`config.mk`:
```
export PLATFORM = sky130hd
export DESIGN_NAME = page_commit_top
export DESIGN_NICKNAME = d
export VERILOG_FILES = /design/src/rtl/pw_pkg.sv /design/src/rtl/pw_ptr.sv /design/src/rtl/pw_buffer.sv /design/src/rtl/pw_sequencer.sv /design/src/rtl/page_commit_top.sv
export SDC_FILE = /design/constraint.sdc
export NUM_CORES = 1
export LEC_CHECK = 0
export ABC_AREA = 1
export BUFFER_PORTS_ARGS = -buffer_cell sky130_fd_sc_hd__buf_4
export CAP_MARGIN = 20
export CORE_MARGIN = 2
export CORE_UTILIZATION = 40
export DETAILED_ROUTE_END_ITERATION = 7
export GPL_TIMING_DRIVEN = 0
export PLACE_DENSITY_LB_ADDON = 0.25
export SETUP_SLACK_MARGIN = 0.5
export SYNTH_ARGS = -nofsm -noshare
export SYNTH_HDL_FRONTEND = slang
export SYNTH_SLANG_ARGS = --single-unit
```
`constraint.sdc`:
```
create_clock -name clk -period 1.6 [get_ports clk]
set_input_delay 0.24 -clock clk [delete_from_list [all_inputs] [get_ports clk]]
set_output_delay 0.24 -clock clk [all_outputs]
set_load 0.03 [all_outputs]
```
`src/rtl/pw_pkg.sv`:
```
package pw_pkg;
   typedef enum logic [1:0] {
      PW_IDLE = 2'd0,
      PW_SCAN = 2'd1,
      PW_WAIT = 2'd2
   } pw_state_e;
endpackage

```
`src/rtl/pw_ptr.sv`:
```
module pw_ptr #(
   parameter int PAGE_W = 9,
   parameter int COL_W  = 6,
   localparam int WORD_W = PAGE_W + COL_W + 1
) (
   input  logic              clk,
   input  logic              rst_n,
   input  logic              load,
   input  logic [WORD_W-1:0] word,
   input  logic              adv,
   output logic [PAGE_W-1:0] page,
   output logic [COL_W-1:0]  col
);
   logic unused_top_bit;
   assign unused_top_bit = word[WORD_W-1];

   always_ff @(posedge clk or negedge rst_n) begin
      if (!rst_n) begin
         page <= '0;
         col  <= '0;
      end else if (load) begin
         page <= word[WORD_W-2:COL_W];
         col  <= word[COL_W-1:0];
      end else if (adv) begin
         col  <= col + 1'b1;
      end
   end

   AST_PTR_WRAP: assert property (@(posedge clk) disable iff (!rst_n)
      (adv && !load) |=> (col == COL_W'($past(col) + 1'b1)));
   AST_PAGE_KEPT: assert property (@(posedge clk) disable iff (!rst_n)
      (adv && !load) |=> $stable(page));
endmodule

```
`src/rtl/pw_buffer.sv`:
```
module pw_buffer #(
   parameter int COL_W  = 6,
   parameter int DATA_W = 8,
   localparam int DEPTH = 1 << COL_W
) (
   input  logic              clk,
   input  logic              rst_n,
   input  logic              wr_en,
   input  logic [COL_W-1:0]  wr_col,
   input  logic [DATA_W-1:0] wr_data,
   input  logic              clr,
   input  logic [COL_W-1:0]  rd_col,
   output logic [DATA_W-1:0] rd_data,
   output logic [DEPTH-1:0]  mask
);
   logic [DATA_W-1:0] ent_data [DEPTH];

   for (genvar g = 0; g < DEPTH; g++) begin : g_ent
      logic              vld_q;
      logic [DATA_W-1:0] dat_q;
      logic              hit;
      assign hit = wr_en && (wr_col == COL_W'(g));

      always_ff @(posedge clk or negedge rst_n) begin
         if (!rst_n)    vld_q <= 1'b0;
         else if (clr)  vld_q <= 1'b0;
         else if (hit)  vld_q <= 1'b1;
      end

      always_ff @(posedge clk) begin
         if (hit) dat_q <= wr_data;
      end

      assign mask[g]     = vld_q;
      assign ent_data[g] = dat_q;
   end

   assign rd_data = ent_data[rd_col];

   AST_CLEAR_EMPTIES: assert property (@(posedge clk) disable iff (!rst_n)
      clr |=> (mask == '0));
   AST_LOAD_MARKS: assert property (@(posedge clk) disable iff (!rst_n)
      (wr_en && !clr) |=> mask[$past(wr_col)]);
endmodule

```
`src/rtl/pw_sequencer.sv`:
```
module pw_sequencer
   import pw_pkg::*;
#(
   parameter int COL_W      = 6,
   parameter int WAIT_TICKS = 5000,
   localparam int CNT_W = $clog2(WAIT_TICKS + 1)
) (
   input  logic             clk,
   input  logic             rst_n,
   input  logic             go,
   input  logic             tick,
   output pw_state_e        state,
   output logic [COL_W-1:0] scan_col,
   output logic             done
);
   logic [CNT_W-1:0] cnt;
   logic             last_tick;

   assign last_tick = (cnt == CNT_W'(WAIT_TICKS - 1));
   assign done      = (state == PW_WAIT) && tick && last_tick;

   always_ff @(posedge clk or negedge rst_n) begin
      if (!rst_n) begin
         state    <= PW_IDLE;
         scan_col <= '0;
         cnt      <= '0;
      end else begin
         unique case (state)
            PW_IDLE: if (go) begin
               state    <= PW_SCAN;
               scan_col <= '0;
            end
            PW_SCAN: begin
               scan_col <= scan_col + 1'b1;
               if (&scan_col) begin
                  state <= PW_WAIT;
                  cnt   <= '0;
               end
            end
            PW_WAIT: if (tick) begin
               cnt <= cnt + 1'b1;
               if (last_tick) state <= PW_IDLE;
            end
            default: state <= PW_IDLE;
         endcase
      end
   end

   AST_SCAN_LEN: assert property (@(posedge clk) disable iff (!rst_n)
      (state == PW_SCAN && &scan_col) |=> (state == PW_WAIT));
   AST_NO_TICK_HOLD: assert property (@(posedge clk) disable iff (!rst_n)
      (state == PW_WAIT && !tick) |=> (state == PW_WAIT));
endmodule

```
`src/rtl/page_commit_top.sv`:
```
module page_commit_top
   import pw_pkg::*;
#(
   parameter int PAGE_W     = 9,
   parameter int COL_W      = 6,
   parameter int DATA_W     = 8,
   parameter int WAIT_TICKS = 5000,
   localparam int ADDR_W = PAGE_W + COL_W,
   localparam int WORD_W = ADDR_W + 1,
   localparam int DEPTH  = 1 << COL_W
) (
   input  logic              clk,
   input  logic              rst_n,
   input  logic              ld_addr,
   input  logic [WORD_W-1:0] addr_word,
   input  logic              byte_stb,
   input  logic [DATA_W-1:0] byte_in,
   input  logic              stop_stb,
   input  logic              abort_stb,
   input  logic              tick,
   output logic              busy,
   output logic              mem_we,
   output logic [ADDR_W-1:0] mem_addr,
   output logic [DATA_W-1:0] mem_wdata
);
   initial begin
      assert (WAIT_TICKS >= 1) else $error("WAIT_TICKS must be at least 1");
      assert (COL_W >= 1 && PAGE_W >= 1) else $error("address split invalid");
      assert (DATA_W >= 1) else $error("DATA_W must be positive");
   end

   pw_state_e         state;
   logic [PAGE_W-1:0] page;
   logic [COL_W-1:0]  col, scan_col;
   logic [DEPTH-1:0]  mask;
   logic [DATA_W-1:0] rd_data;
   logic              accept_byte, take_load, go, clr, done;

   assign busy        = (state != PW_IDLE);
   assign take_load   = ld_addr && !busy && !abort_stb;
   assign accept_byte = byte_stb && !busy && !abort_stb && !ld_addr;
   assign go          = stop_stb && !busy && !abort_stb && !ld_addr
                        && ((|mask) || accept_byte);
   assign clr         = done || (!busy && (abort_stb || ld_addr));

   pw_ptr #(.PAGE_W(PAGE_W), .COL_W(COL_W)) i_ptr (
      .clk(clk), .rst_n(rst_n), .load(take_load), .word(addr_word),
      .adv(accept_byte), .page(page), .col(col)
   );

   pw_buffer #(.COL_W(COL_W), .DATA_W(DATA_W)) i_buf (
      .clk(clk), .rst_n(rst_n), .wr_en(accept_byte), .wr_col(col),
      .wr_data(byte_in), .clr(clr), .rd_col(scan_col),
      .rd_data(rd_data), .mask(mask)
   );

   pw_sequencer #(.COL_W(COL_W), .WAIT_TICKS(WAIT_TICKS)) i_seq (
      .clk(clk), .rst_n(rst_n), .go(go), .tick(tick),
      .state(state), .scan_col(scan_col), .done(done)
   );

   assign mem_we    = (state == PW_SCAN) && mask[scan_col];
   assign mem_addr  = {page, scan_col};
   assign mem_wdata = rd_data;

   AST_NO_WE_IDLE: assert property (@(posedge clk) disable iff (!rst_n)
      !busy |-> !mem_we);
   AST_ABORT_NO_BUSY: assert property (@(posedge clk) disable iff (!rst_n)
      (!busy && abort_stb) |=> !busy);
   AST_EMPTY_STOP: assert property (@(posedge clk) disable iff (!rst_n)
      (!busy && stop_stb && !byte_stb && (mask == '0)) |=> !busy);
   AST_STOP_STARTS: assert property (@(posedge clk) disable iff (!rst_n)
      (!busy && stop_stb && !abort_stb && !ld_addr && byte_stb) |=> busy);
   AST_PAGE_HELD: assert property (@(posedge clk) disable iff (!rst_n)
      busy |=> $stable(page));
   AST_SCAN_ASCEND: assert property (@(posedge clk) disable iff (!rst_n)
      (mem_we && $past(mem_we)) |-> (mem_addr[COL_W-1:0] > $past(mem_addr[COL_W-1:0])));
endmodule

```
==> metrics.json <==
{
  "run_status": {
    "outcome": "complete, but fails checks",
    "failed_checks": "negative setup slack"
  },
  "clock_tree": {
    "clkTransAtPathRegs_ns": 0.06,
    "cts-root-to-sink-buffers": 3,
    "cts_made_buffers": 66,
    "cts.root.buffer_cell": "sky130_fd_sc_hd__clkbuf_16",
    "cts-htree-levels": 3,
    "tritoncts": "yes",
    "cts_sinks": 612,
    "clk-insertion-delay-late_ns": 0.61
  },
  "logic_synthesis": {
    "synthSimpleGateAreaFrac_pct": 19.4,
    "ys_top_cells_by_area": "sky130_fd_sc_hd__edfxtp_1 (59%), sky130_fd_sc_hd__nand2_1 (11%), sky130_fd_sc_hd__dfrtp_1 (9.6%), sky130_fd_sc_hd__nand3_1 (5.0%), sky130_fd_sc_hd__nor2_1 (2.3%)",
    "synth_seq_cells": 612,
    "synth-compound-area-share_pct": 6.84,
    "synth.net_count": 2426,
    "yosys_warnings": 0,
    "synthesis.instances": 2389,
    "post_synth_xor_area_fraction_pct": 0.235,
    "mappedNetlistArea_um2": 26100,
    "synth_top_family_by_area": "simple AND/OR/NAND/NOR gates",
    "synth_mux_area_share_pct": 0,
    "synth_top_area_cell": "sky130_fd_sc_hd__edfxtp_1",
    "post_synth.cell_area_avg_um2": 10.9,
    "post_synth_fa_ha_maj_area_fraction_pct": 0.287,
    "distinct_cell_type_count_after_synthesis": 40,
    "post-synth-top-area-fraction_pct": 58.8,
    "yosysSeqAreaShare_pct": 68.4
  },
  "hold_path": {
    "hold-path-endpoint": "i_seq.scan_col[5]",
    "hold_depth": 3,
    "hp-class": "input port to flip-flop",
    "worst_hold_startpoint": "stop_stb"
  },
  "drt": {
    "initialDrtViolationCount": 2483,
    "wl_um": 89200,
    "via_count": 19717,
    "avgViaCountPerCell": 5.55,
    "drt-wirelength-per-cell_um": 25.1,
    "route.antenna.remaining_nets": 0,
    "drc_errors": 0,
    "first_drt_pass_iteration_count": 6
  },
  "critical_path": {
    "arrival_ns": 2.88,
    "worstPathCellList": "buf_12 -> clkinv_8 -> buf_12 -> buf_12 -> a21boi_1 -> o211ai_1 -> nand3_1 -> nand2_1 -> nand2_2 -> nand2_4 -> buf_6",
    "reg2regPathDepth": 8,
    "slowest_delay_ns": 0.62,
    "worstSetupEndpointType": "output pin",
    "critical_path.reg2reg.endpoint": "i_buf.g_ent[60].dat_q[0]",
    "critical_path.startpoint_type": "flip-flop",
    "required_ns": 1.36,
    "critical_path.most_common_cell": "sky130_fd_sc_hd__buf_12",
    "worst-path-max-fanout": 8,
    "worst-r2r-setup-slack_ns": -0.59,
    "crit_type": "flip-flop to output pin",
    "crit-reg2reg-launch": "i_seq.state[1]",
    "timing.critical_path.slowest_stage_cell": "sky130_fd_sc_hd__o211ai_1"
  },
  "sta": {
    "final-setup-viol-count": 606,
    "final_min_period_over_clock_period_pct": 195,
    "fin_tns_setup_ns": -216.45,
    "timing.final.hold_violations": 0,
    "final.setup.worst_slack_ns": -1.52,
    "max_freq_ghz": 0.320,
    "worst_slew_margin_relative_to_its_limit_pct": 38.3,
    "final.min_clock_period_ns": 3.12,
    "max_slew.worst_pin.slew_ns": 0.925,
    "clock_skew_ns": 0.0305,
    "grt_setup_unrepaired": "true",
    "slew_violations": 0
  },
  "placement": {
    "port_buffers": 54,
    "dp_hpwl_um": 58500,
    "routability_congestion_estimate": 0.951,
    "post-place-ws_ns": -1.37
  },
  "layout": {
    "drive_above_1_share_pct": 21.8,
    "finalNetCount": 2689,
    "flow.area_growth_from_synthesis_pct": 26.4,
    "number_of_inserted_diodes": 0
  },
  "pwr": {
    "cellLeakagePower_nw": 12.4,
    "worst_supply_voltage_drop_on_vdd_mv": 1.29,
    "cellPowerDensity_nw_per_um2": 1720
  },
  "floorplan": {
    "die_width_um": 260,
    "io-pin-count": 56,
    "floorplan.rows": 93,
    "coreArea_um2": 64600,
    "start_util_pct": 40.5,
    "dieArea_um2": 67400,
    "dieHeight_um": 260
  },
  "global_routing": {
    "grt_max_degree": 70,
    "number_of_antenna_violations_at_the_first_check_in_global_routing": 0,
    "grt_use_total_pct": 26.1,
    "number_of_global_route_vias_before_repair": 18573,
    "grt_first_pass_wirelength_um": 126000,
    "grt_overflow": 0
  },
  "run": {
    "maxCapViolations": 0
  }
}
power by group:
group / internal [W] / switching [W]
combinational: 0.00766 / 0.0166
clock: 0.00826 / 0.00616
sequential: 0.0177 / 0.000348
total: 0.0336 / 0.0231
layout make-up:
| type | count | area (um2) |
|---|---|---|
| Fill cell | 5533 | 31600 |
| Buffer | 129 | 1260 |
| Clock buffer | 92 | 1820 |
| Tap cell | 855 | 1070 |
| Multi-Input combinational cell | 1517 | 8050 |
| Timing Repair inverter | 1 | 6.26 |
| Sequential cell | 612 | 17900 |
| Clock inverter | 23 | 163 |
| Inverter | 133 | 533 |
| Timing Repair Buffer | 192 | 2240 |
how the worst max path moves through the flow:
stage	startpoint	to	slack (ns)	cells after the start
after CTS	i_seq.scan_col[0]	mem_wdata[1]	-1.42	11
after global placement	i_seq.scan_col[2]	mem_wdata[0]	-1.38	10
after detailed placement	i_seq.scan_col[2]	mem_wdata[0]	-1.37	10
after floorplan	i_seq.scan_col[0]	mem_we	-0.26	12
after global routing	i_seq.scan_col[2]	mem_we	-1.50	15
final	i_seq.scan_col[0]	mem_wdata[0]	-1.52	11
sequential cells by signal, indices dropped and copies added, names as in the netlist:
name and flops:
i_buf.g_ent.vld_q 64, i_buf.g_ent.dat_q 512, i_seq.scan_col 6, i_ptr.col 6, i_seq.state 2, i_seq.cnt 13
i_ptr.page 9
through the flow:
step / utilization (%) / hold slack (ns) / area (um2) / cells / power (W)
detailed placement: 43.4 / 0.225 / 28000 / 3301 / 0.0382
global placement: 43.3 / 0.434 / 28000 / 3298 / 0.0380
CTS: 48.7 / 0.00508 / 31500 / 3484 / 0.0550
finish: 51.1 / 0.0345 / 33000 / 3554 / 0.0568
global route: 51.1 / 0.0665 / 33000 / 3554 / 0.0586
floorplan: - / -0.0556 / 26500 / 2389 / 0.0297
worst max-delay path, delay by kind of cell, from the launching register on:
kind	cells	cell delay [ns]
simple gates	4	0.51
flops	1	0.44
compound gates	2	0.69
buf+inv	5	0.62
placed cells by master, fill, tap and decap left out, drive strengths merged, types with 17 or more instances in the layout:
master       count
nand4           18
buf            269
dfrtp          100
dlygate4sd3     17
clkinv          21
inv            132
nand2          747
nand3          265
edfxtp         512
a21boi          49
clkbuf         127
o211ai          49
a21oi          128
o21ai           47
nor2           173
cell usage after synthesis, drive strengths merged:
master and number:
nor3 9, o31ai 3, nand2 747, or2 1, dfrtp 100, a21boi 49
ha 6, nand4 18, and3 1, o211ai 49, nor2 172, a21oi 128
a32oi 1, nor4 1, clkinv 3, nand3 265, clkbuf 28, edfxtp 512
o221ai 1, xor2 7, o22ai 10, buf 101, nand3b 1, inv 130
o21ai 46
per-layer routing:
metal | track usage (%) | up-vias | routed length (um)
met3 | 4.67 | 238 | 8750
met5 | 0 | - | 0
li1 | - | 8749 | -
met4 | 12.3 | 0 | 4590
met2 | 40.6 | 1069 | 40100
met1 | 35.6 | 9661 | 35700
cell families after synthesis:
kind of cell / count (synthesis)
XOR/XNOR: 7
flip-flops: 612
adder cells (fa/ha/maj): 6
AO/OA/AOI/OAI: 287
buffers and inverters: 262
AND/OR/NAND/NOR: 1215
timing repair:
action / CTS / global route
cloned: 4 / 6
endpoints found under the setup margin: 637 / 637
resized for setup: 228 / 155
setup buffers: 47 / 64
hold endpoints to repair: 48 / 0
hold buffers: 17 / 0
pin swaps: 44 / 76
(Power assumes the default switching activity.)
